===== config.mk =====
export PLATFORM = sky130hd
export DESIGN_NAME = cfg_load_seq
export DESIGN_NICKNAME = d
export VERILOG_FILES = /design/src/rtl/cfg_seq_pkg.sv /design/src/rtl/cfg_seq_timer.sv /design/src/rtl/cfg_seq_shift.sv /design/src/rtl/cfg_load_seq.sv
export SDC_FILE = /design/constraint.sdc
export NUM_CORES = 1
export LEC_CHECK = 0
export ABC_CLOCK_PERIOD_IN_PS = 3250
export BUFFER_PORTS_ARGS = -buffer_cell sky130_fd_sc_hd__buf_2
export CAP_MARGIN = 20
export CORE_MARGIN = 2
export CORE_UTILIZATION = 30
export DETAILED_ROUTE_END_ITERATION = 7
export PLACE_DENSITY = 0.52
export SYNTH_ARGS = -nofsm -noshare
export SYNTH_HDL_FRONTEND = slang
export SYNTH_SLANG_ARGS = --single-unit

===== constraint.sdc =====
create_clock -name clk_i -period 3.25 [get_ports clk_i]
set_input_delay 0 -clock clk_i [delete_from_list [all_inputs] [get_ports clk_i]]
set_output_delay 0 -clock clk_i [all_outputs]
set_load 0.05 [all_outputs]

===== src/rtl/cfg_seq_pkg.sv =====
package cfg_seq_pkg;

  typedef enum logic [3:0] {
    ST_IDLE,
    ST_SETUP,
    ST_RESET,
    ST_WAIT,
    ST_SHIFT,
    ST_CHECK,
    ST_POLL,
    ST_TRAIL,
    ST_OK,
    ST_FAIL
  } seq_st_e;

  function automatic int max_of(input int a, input int b);
    return (a > b) ? a : b;
  endfunction

endpackage


===== src/rtl/cfg_seq_timer.sv =====
module cfg_seq_timer #(
  parameter int W = 8
) (
  input  logic         clk_i,
  input  logic         rst_ni,
  input  logic         clr_i,
  input  logic [W-1:0] limit_i,
  output logic         hit_o
);

  logic [W-1:0] cnt_q;

  always_ff @(posedge clk_i or negedge rst_ni) begin
    if (!rst_ni)    cnt_q <= '0;
    else if (clr_i) cnt_q <= '0;
    else            cnt_q <= cnt_q + W'(1);
  end

  assign hit_o = (cnt_q == limit_i - W'(1));

endmodule


===== src/rtl/cfg_seq_shift.sv =====
module cfg_seq_shift #(
  parameter int DATA_W = 16,
  parameter int LEN_W  = 16
) (
  input  logic              clk_i,
  input  logic              rst_ni,
  input  logic              load_i,
  input  logic              active_i,
  input  logic              trail_i,
  input  logic [LEN_W-1:0]  len_i,
  input  logic [DATA_W-1:0] word_i,
  input  logic              word_valid_i,
  output logic              word_ready_o,
  output logic              cfg_clk_o,
  output logic [DATA_W-1:0] cfg_data_o,
  output logic              done_o
);

  localparam int NB = DATA_W / 8;

  logic [LEN_W-1:0]  left_q;
  logic              pend_q;
  logic              clk_q;
  logic [DATA_W-1:0] data_q;
  logic [DATA_W-1:0] word_sw;
  logic              take;

  // earliest stream byte (lowest in word) goes on the top lines
  for (genvar b = 0; b < NB; b++) begin : g_swap
    assign word_sw[(NB-1-b)*8 +: 8] = word_i[b*8 +: 8];
  end

  assign word_ready_o = active_i && !pend_q && (left_q != '0);
  assign done_o       = active_i && !pend_q && (left_q == '0);
  assign take         = word_valid_i && word_ready_o;

  always_ff @(posedge clk_i or negedge rst_ni) begin
    if (!rst_ni) begin
      left_q <= '0;
      pend_q <= 1'b0;
      clk_q  <= 1'b0;
      data_q <= '0;
    end else if (load_i) begin
      left_q <= len_i;
      pend_q <= 1'b0;
      clk_q  <= 1'b0;
    end else if (trail_i) begin
      clk_q  <= ~clk_q;
    end else if (active_i) begin
      if (pend_q) begin
        clk_q  <= 1'b1;
        pend_q <= 1'b0;
      end else if (take) begin
        data_q <= word_sw;
        clk_q  <= 1'b0;
        pend_q <= 1'b1;
        left_q <= left_q - LEN_W'(1);
      end else begin
        clk_q  <= 1'b0;
      end
    end else begin
      clk_q  <= 1'b0;
      pend_q <= 1'b0;
    end
  end

  assign cfg_clk_o  = clk_q;
  assign cfg_data_o = data_q;

  p_data_stable_r4: assert property (@(posedge clk_i) disable iff (!rst_ni)
    cfg_clk_o |-> $stable(cfg_data_o));

  p_take_then_rise_r4: assert property (@(posedge clk_i) disable iff (!rst_ni)
    take |=> (!cfg_clk_o ##1 cfg_clk_o));

endmodule


===== src/rtl/cfg_load_seq.sv =====
module cfg_load_seq
  import cfg_seq_pkg::*;
#(
  parameter int DATA_W  = 16,
  parameter int LEN_W   = 16,
  parameter int RST_CYC = 4_000_000,
  parameter int INIT_TO = 1_000_000,
  parameter int DONE_TO = 1_000_000,
  parameter int TRAIL_N = 8
) (
  input  logic              clk_i,
  input  logic              rst_ni,
  input  logic              start_i,
  input  logic [2:0]        bus_bytes_i,
  input  logic [LEN_W-1:0]  len_i,
  input  logic [DATA_W-1:0] word_i,
  input  logic              word_valid_i,
  output logic              word_ready_o,
  input  logic              dev_ready_i,
  input  logic              dev_done_i,
  output logic              prog_n_o,
  output logic              sel_n_o,
  output logic              wr_n_o,
  output logic              cfg_clk_o,
  output logic [DATA_W-1:0] cfg_data_o,
  output logic              busy_o,
  output logic              ok_o,
  output logic              fail_o
);

  localparam int BUS_BYTES = DATA_W / 8;
  localparam int LIM_MAX   = max_of(max_of(RST_CYC, INIT_TO), max_of(DONE_TO, 2 * TRAIL_N));
  localparam int CNT_W     = $clog2(LIM_MAX + 1);

  seq_st_e          st_q, st_d;
  logic [CNT_W-1:0] limit;
  logic             hit;
  logic             sh_done;
  logic             idle_like;

  assign idle_like = (st_q == ST_IDLE) || (st_q == ST_OK) || (st_q == ST_FAIL);

  always_comb begin
    st_d = st_q;
    unique case (st_q)
      ST_IDLE, ST_OK, ST_FAIL:
        if (start_i) st_d = (bus_bytes_i == 3'(BUS_BYTES)) ? ST_SETUP : ST_FAIL;
      ST_SETUP: st_d = ST_RESET;
      ST_RESET: if (hit) st_d = ST_WAIT;
      ST_WAIT: begin
        if (dev_ready_i) st_d = ST_SHIFT;
        else if (hit)    st_d = ST_FAIL;
      end
      ST_SHIFT: if (sh_done) st_d = ST_CHECK;
      ST_CHECK: st_d = dev_ready_i ? ST_POLL : ST_FAIL;
      ST_POLL: begin
        if (dev_done_i) st_d = ST_TRAIL;
        else if (hit)   st_d = ST_FAIL;
      end
      ST_TRAIL: if (hit) st_d = ST_OK;
      default:  st_d = ST_IDLE;
    endcase
  end

  always_ff @(posedge clk_i or negedge rst_ni) begin
    if (!rst_ni) st_q <= ST_IDLE;
    else         st_q <= st_d;
  end

  always_comb begin
    unique case (st_q)
      ST_RESET: limit = CNT_W'(RST_CYC);
      ST_WAIT:  limit = CNT_W'(INIT_TO);
      ST_POLL:  limit = CNT_W'(DONE_TO);
      ST_TRAIL: limit = CNT_W'(2 * TRAIL_N);
      default:  limit = '1;
    endcase
  end

  cfg_seq_timer #(.W(CNT_W)) u_timer (
    .clk_i   (clk_i),
    .rst_ni  (rst_ni),
    .clr_i   (st_q != st_d),
    .limit_i (limit),
    .hit_o   (hit)
  );

  cfg_seq_shift #(.DATA_W(DATA_W), .LEN_W(LEN_W)) u_shift (
    .clk_i        (clk_i),
    .rst_ni       (rst_ni),
    .load_i       ((st_q == ST_WAIT) && (st_d == ST_SHIFT)),
    .active_i     (st_q == ST_SHIFT),
    .trail_i      (st_q == ST_TRAIL),
    .len_i        (len_i),
    .word_i       (word_i),
    .word_valid_i (word_valid_i),
    .word_ready_o (word_ready_o),
    .cfg_clk_o    (cfg_clk_o),
    .cfg_data_o   (cfg_data_o),
    .done_o       (sh_done)
  );

  assign prog_n_o = (st_q != ST_RESET);
  assign sel_n_o  = idle_like;
  assign wr_n_o   = idle_like;
  assign busy_o   = !idle_like;
  assign ok_o     = (st_q == ST_OK);
  assign fail_o   = (st_q == ST_FAIL);

  // checker-only counters
  logic [CNT_W-1:0] low_cnt_q;
  logic [CNT_W-1:0] trail_cnt_q;

  always_ff @(posedge clk_i or negedge rst_ni) begin
    if (!rst_ni) begin
      low_cnt_q   <= '0;
      trail_cnt_q <= '0;
    end else begin
      low_cnt_q <= prog_n_o ? '0 : low_cnt_q + CNT_W'(1);
      if (st_q == ST_SETUP)                    trail_cnt_q <= '0;
      else if (st_q == ST_TRAIL && cfg_clk_o)  trail_cnt_q <= trail_cnt_q + CNT_W'(1);
    end
  end

  p_reset_width_r2: assert property (@(posedge clk_i) disable iff (!rst_ni)
    $rose(prog_n_o) |-> (low_cnt_q == CNT_W'(RST_CYC)));

  p_clk_gated_r3: assert property (@(posedge clk_i) disable iff (!rst_ni)
    cfg_clk_o |-> (st_q == ST_SHIFT || st_q == ST_TRAIL));

  p_reject_quiet_r6: assert property (@(posedge clk_i) disable iff (!rst_ni)
    (idle_like && start_i && bus_bytes_i != 3'(BUS_BYTES))
      |=> (fail_o && prog_n_o && sel_n_o && wr_n_o && !cfg_clk_o));

  p_trail_pulses_r9: assert property (@(posedge clk_i) disable iff (!rst_ni)
    $rose(ok_o) |-> (trail_cnt_q == CNT_W'(TRAIL_N)));

  p_status_excl_r10: assert property (@(posedge clk_i) disable iff (!rst_ni)
    $onehot0({busy_o, ok_o, fail_o}));

endmodule


* After elaboration in Yosys (flattened, before gate mapping)
Index checks and enable logic that the tools add are counted.
** Storage, ports and cells
- Register bits after elaboration :: 60
- Input bits :: 41
- Output and inout bits :: 24
- Logic and storage cells :: 73
** Operators by class
- Add/sub/neg operators :: 3
- Eq/ne operators :: 16
- Muxes and demuxes :: 26
- Bitwise logic cells :: 4
- Reduce and logical (&&, ||, !) cells :: 18
** Operator list (count)
- 16-bit two-way mux :: 5
- 22-bit one-hot mux with 3 select lines :: 1
- 4-bit two-way mux :: 9
- 4-bit one-hot mux with 8 select lines :: 1
- 22-bit by 1-bit adder with 22-bit output, second input constant :: 1
- 22-bit equality test :: 1
- 22-bit two-way mux :: 1
- 22-bit by 1-bit subtractor with 22-bit output, second input constant :: 1
- 4-bit by 3-bit equality test with 1-bit output, second input constant :: 5
- 16-bit zero test :: 1
- 16-bit nonzero test :: 1
- 16-bit by 1-bit subtractor with 16-bit output, second input constant :: 1
- 1-bit two-way mux :: 9
- 4-bit by 2-bit equality test with 1-bit output, second input constant :: 2
- 4-bit equality test, second input constant :: 2
- 1-bit logical AND :: 5
- 5-bit AND reduction :: 1
- 4-bit by 1-bit equality test with 1-bit output, second input constant :: 1
- 4-bit zero test :: 1
- 2-bit by 1-bit != test with 1-bit output, second input constant :: 2
- 4-bit by 2-bit != test with 1-bit output, second input constant :: 1
- 4-bit != test :: 1
- 1-bit NOT :: 4
- 4-bit AND reduction :: 1
- 6 further kinds :: 9

* Longest topological paths before layout
- Depth in word-level cells :: 12
- Mapped depth :: 14
- Mapped depth without buffers :: 10

* Cells and area by module
Synthesis repeated with hierarchy kept, for this count alone.
** Second synthesis, totals
- Cells, all modules :: 443
- Area, all modules :: 4082.7 µm²
** Modules (own cells, without submodules)
- cfg_seq_shift :: times used 1, cells an instance 167, area each 1794.2 µm², seq. area each 850.8 µm²
- cfg_seq_timer :: times used 1, cells an instance 207, area each 1786.7 µm², seq. area each 550.5 µm²
- cfg_load_seq :: times used 1, cells an instance 69, area each 501.7 µm², seq. area each 100.1 µm²

* Least setup slack after synthesis
No wires, ideal clock.
- Path type :: register to register
- Start point :: reg st_q[2]
- End point :: reg u_timer.cnt_q[2]
- Library setup time :: 0.087 ns
- Arrival :: 3.143 ns
- Required time :: 3.163 ns
- Slack :: 0.020 ns
- Cell stages (with the launch flop) :: 15
- Path buffers :: 4
- Clock period less this slack :: 3.230 ns
- Cells stage by stage :: dfrtp_1 > buf_6 > clkbuf_1 > xor2_1 > nand2_1 > ha_1 > clkbuf_1 > maj3_2 > o21ai_2 > a21boi_1 > o221a_1 > and2_1 > a311o_1 > buf_6 > a211oi_2
** On the way
- Word-level cells in the longest chain between the ends :: 10
- Elaborated cells between the ends (all ways) :: 27
- Classes of those cells :: add/sub (1); eq/ne (11); mux (10); reduce/logical (5)
** Ends and longest elaborated chain
- from (decl) :: line cfg_load_seq.sv:35 : seq_st_e st_q, st_d;
- from (signal assigned) :: line cfg_load_seq.sv:67 : else st_q <= st_d;
- 4-bit by 2-bit equality test with 1-bit output / 4-bit by 3-bit equality test with 1-bit output (equally long branches) :: line cfg_load_seq.sv:45, cfg_load_seq.sv:71
- 2-bit OR reduction (no source line)
- 22-bit one-hot mux with 3 select lines :: line cfg_load_seq.sv:71 : unique case (st_q)
- 22-bit by 1-bit subtractor with 22-bit output :: line cfg_seq_timer.sv:19 : assign hit_o = (cnt_q == limit_i - W'(1));
- 22-bit equality test :: line cfg_seq_timer.sv:19
- 4-bit two-way mux :: line cfg_load_seq.sv:52, cfg_load_seq.sv:58
- 4-bit two-way mux, on equally long branches :: line cfg_load_seq.sv:57, cfg_load_seq.sv:51
- 4-bit one-hot mux with 8 select lines :: line cfg_load_seq.sv:45 : unique case (st_q)
- 4-bit != test (*) :: line cfg_load_seq.sv:83 : .clr_i (st_q != st_d),
- 22-bit two-way mux (*) :: line cfg_seq_timer.sv:15 : else if (clr_i) cnt_q <= '0;
- to (signal assigned) :: line cfg_seq_timer.sv:16 : else cnt_q <= cnt_q + W'(1);
- to (decl) :: line cfg_seq_timer.sv:11 : logic [W-1:0] cnt_q;
Every way passes the cells marked *; elsewhere a longest branch is shown, timed or not.
A chain may end at the register's enable or synchronous reset.

* Final worst setup path
- Start point :: reg st_q[3]
- End point :: reg u_timer.cnt_q[0]
The elaborated chain is that of the path after synthesis.

==> impl_metrics.ini <==
[outcome]
status = completed

[global_route]
grtUsageMet2_pct = 25.03
grt_max_degree = 43
grt_first_pass_wirelength_um = 15680
grt_pass1_vias = 3282
grt-busiest-layer = met2
grt_use_total_pct = 14.92
use_met1_pct = 18.48
grt_overflow = 0
grt_use_met3_pct = 3.818
antenna_found_initial = 0

[synthesis]
synthTopCellsByCount = 60 x dfrtp_1, 36 x nand2_1, 27 x xnor2_1, 25 x nor2_1, 18 x o21ai_0
synthTopCellsByArea = dfrtp_1 40%, xnor2_1 6.3%, a211oi_2 5.3%, mux2_2 5.1%, nand2_1 3.6%
netlist_instances = 378
yosysMostFrequentCell = dfrtp_1
yosysWarnings = 0
synth_nets = 425
yosysUniqueCellTypes = 60
synth.avg_cell_area_um2 = 9.910
yosysSeqAreaShare_pct = 40.08
synth-async-reset-ratio_pct = 100.0
netlist_area_um2 = 3746
synth_edf_count = 0
synth_top_area_share_pct = 40.08
ys_ff_latch = 60
ys.flop_type = dfrtp_1
synth_largest_area_cell = dfrtp_1

[sta]
hold_viol = 0
whs_ps = 38.46
fin_crit_ps = 3091
fmax_mhz = 323.5
fin_setup_tns_ps = 0
max_slew.worst_pin.slew_ps = 718.1
drv_slew = 0
relSlewSlack_pct = 51.52
finClkSkew_ps = 8.877
finalCritPeriodShare_pct = 95.12
setup_viol = 0

[critical_path]
slowest_delay_ps = 550
crit_fanout = 17
crit_path_end_kind = register
required_ps = 3460
arrival_ps = 3300
crit_type = reg -> reg
slowest_stage = or4b_1
setup.worst_path.start_class = register
path_cells = and4b_1 > inv_1 > ha_1 > or4b_1 > a2bb2oi_1 > o221a_2 > a221oi_4 > nor3b_1 > a211o_2 > buf_12 > a211oi_1

[min_path]
hp-class = in -> reg

[floorplanning]
die_x_um = 115.7
start_util_pct = 30.93
num_rows = 40
die-area_um2 = 13400
die_h_um = 115.7
ioPinCount = 65
coreArea_um2 = 12110

[route]
wl_per_cell_um = 14.08
vias = 3152
drt_wl_total_um = 9193
firstDrtPassIters = 4
drt_iter0_drc = 116
via_per_inst = 4.827
ant_nets = 0
drc_errors = 0

[placement]
routabilityCongestion = 0.7801
dpl.hpwl_um = 6379
placed_area_um2 = 4284
port_buffers = 64

[pwr]
p_switching_w = 0.002015
p_leak_nw = 2.055
powerDensity_nw_per_um2 = 890.0
swShare_pct = 45.84
pwr-share-clk_pct = 21.4
ir_drop_uv = 683.2
p_total_w = 0.004396
seq_power_share_pct = 26.3
p_int_w = 0.002381
p_comb_share_pct = 52.3

[cells_and_area]
fin_area_um2 = 4940
finalNetCount = 527
area_delta_synth_final_pct = 31.86
drive_gt1_share_pct = 30.72
num_antenna_cells = 0
final_core_util_pct = 40.79

[clock_network]
clock_path_buffers = 2
clkSinkCount = 60
cts_inserted_buffers = 9
clkTransAtPathRegs_ps = 60
cts_tree = built
insertion_delay_ps = 340
htreeDepth = 3
clockRootBuffer = clkbuf_16

[run]
cap_violations = 0
-- repair_timing --
| action | 4_1_cts | 5_1_grt |
|---|---|---|
| gates resized for setup | 0 | 2 |
| buffers inserted | 0 | 0 |
| hold buffers | 33 | 0 |
| hold endpoints to repair | 73 | 0 |
| endpoints found under the setup margin | 0 | 22 |
-- power by group through the flow --
| stage | logic (W) | registers [W] | clock network (W) |
|---|---|---|---|
| 3_3_place_gp | 0.00226 | 0.00115 | 0 |
| 3_5_place_dp | 0.00227 | 0.00116 | 0 |
| 2_1_floorplan | 0.00143 | 0.00150 | 0 |
| 4_1_cts | 0.00231 | 0.00115 | 0.000963 |
| 6_report | 0.00230 | 0.00116 | 0.000943 |
| 5_1_grt | 0.00250 | 0.00119 | 0.000995 |
-- final timing paths --
check | start | end | slack (ps) | cells after the start
setup / recovery | st_q[3]$_DFF_PN0_ | u_timer.cnt_q[0]$_DFF_PN0_ | 160 | 11
hold / removal | dev_done_i | st_q[2]$_DFF_PN0_ | 40 | 3
setup reg to reg | st_q[3]$_DFF_PN0_ | u_timer.cnt_q[0]$_DFF_PN0_ | 160 | 11
hold reg to reg | u_shift.cfg_data_o[14]$_DFFE_PN0P_ | u_shift.cfg_data_o[14]$_DFFE_PN0P_ | 500 | 1
max in group asynchronous | rst_ni | u_shift.cfg_data_o[1]$_DFFE_PN0P_ | 2270 | 4
min in group asynchronous | rst_ni | u_timer.cnt_q[6]$_DFF_PN0_ | 170 | 2
-- metrics by stage --
| step | setup slack (ps) | instances |
|---|---|---|
| after floorplan | 19.76 | 378 |
| after global placement | 205.8 | 603 |
| after detailed placement | 127.1 | 603 |
| after CTS | 110.4 | 652 |
| after global routing | -7.616 | 653 |
| final | 158.7 | 653 |
-- worst max-delay path: cells and delay by family (launching register included) --
family	cells	cell delay, ps
AO/OA/AOI/OAI	5	1020
adder cells (fa/ha/maj)	1	210
buffers and inverters	2	250
flip-flops	1	410
AND/OR/NAND/NOR	3	1050
-- sequential cells by signal, summed over array words and instances (netlist names) --
register,count
u_shift.cfg_data_o,16
u_shift.cfg_clk_o,1
st_q,4
u_shift.pend_q,1
u_shift.left_q,16
u_timer.cnt_q,22
-- logic make-up (layout without fill, tap and decap cells) --
family / after synthesis / after routing / share of synthesized area [%]
AO/OA/AOI/OAI: 76 / 76 / 16.20
XOR/XNOR: 40 / 40 / 9.352
multiplexers: 19 / 19 / 5.645
adder cells (fa/ha/maj): 7 / 7 / 2.305
flip-flops: 60 / 60 / 40.08
buffers and inverters: 35 / 142 / 5.244
AND/OR/NAND/NOR: 141 / 141 / 21.18
-- layout make-up --
type	instances	area [um2]
fill	1239	7172
clock buffer	10	229.0
tap	168	210.2
multi-input combinational	283	2064
inverter	13	48.80
clock inverter	6	63.81
sequential	60	1503
timing repair buffer	113	820.8
-- placed cells by master, fill, tap and decap left out, drive strengths merged, types with 3 or more instances in the layout --
| master | Yosys | final |
|---|---|---|
| dlygate4sd3 | 0 | 33 |
| dfrtp | 60 | 60 |
| clkbuf | 7 | 10 |
| buf | 15 | 80 |
| xor2 | 13 | 13 |
| nor3 | 17 | 17 |
| nor2b | 3 | 3 |
| a21oi | 11 | 11 |
| nor2 | 25 | 25 |
| nor4 | 7 | 7 |
| a31oi | 3 | 3 |
| nor3b | 5 | 5 |
| xnor2 | 27 | 27 |
| or3 | 3 | 3 |
| and2 | 3 | 3 |
| nand2b | 7 | 7 |
| a211oi | 19 | 19 |
| nand3 | 15 | 15 |
| inv | 13 | 14 |
| o21ai | 23 | 23 |
| nand2 | 37 | 37 |
| nand4 | 7 | 7 |
| and3 | 4 | 4 |
| ha | 6 | 6 |
| mux2 | 17 | 17 |
-- layer usage --
layer	routed length (um)	vias up	part of all wire, %
li1	-	1549	-
met1	4259	1531	46
met2	4481	58	49
met3	287	14	3.1
met4	164	0	1.8
met5	0	-	0
Note: power is estimated with default switching activity, not from simulation.
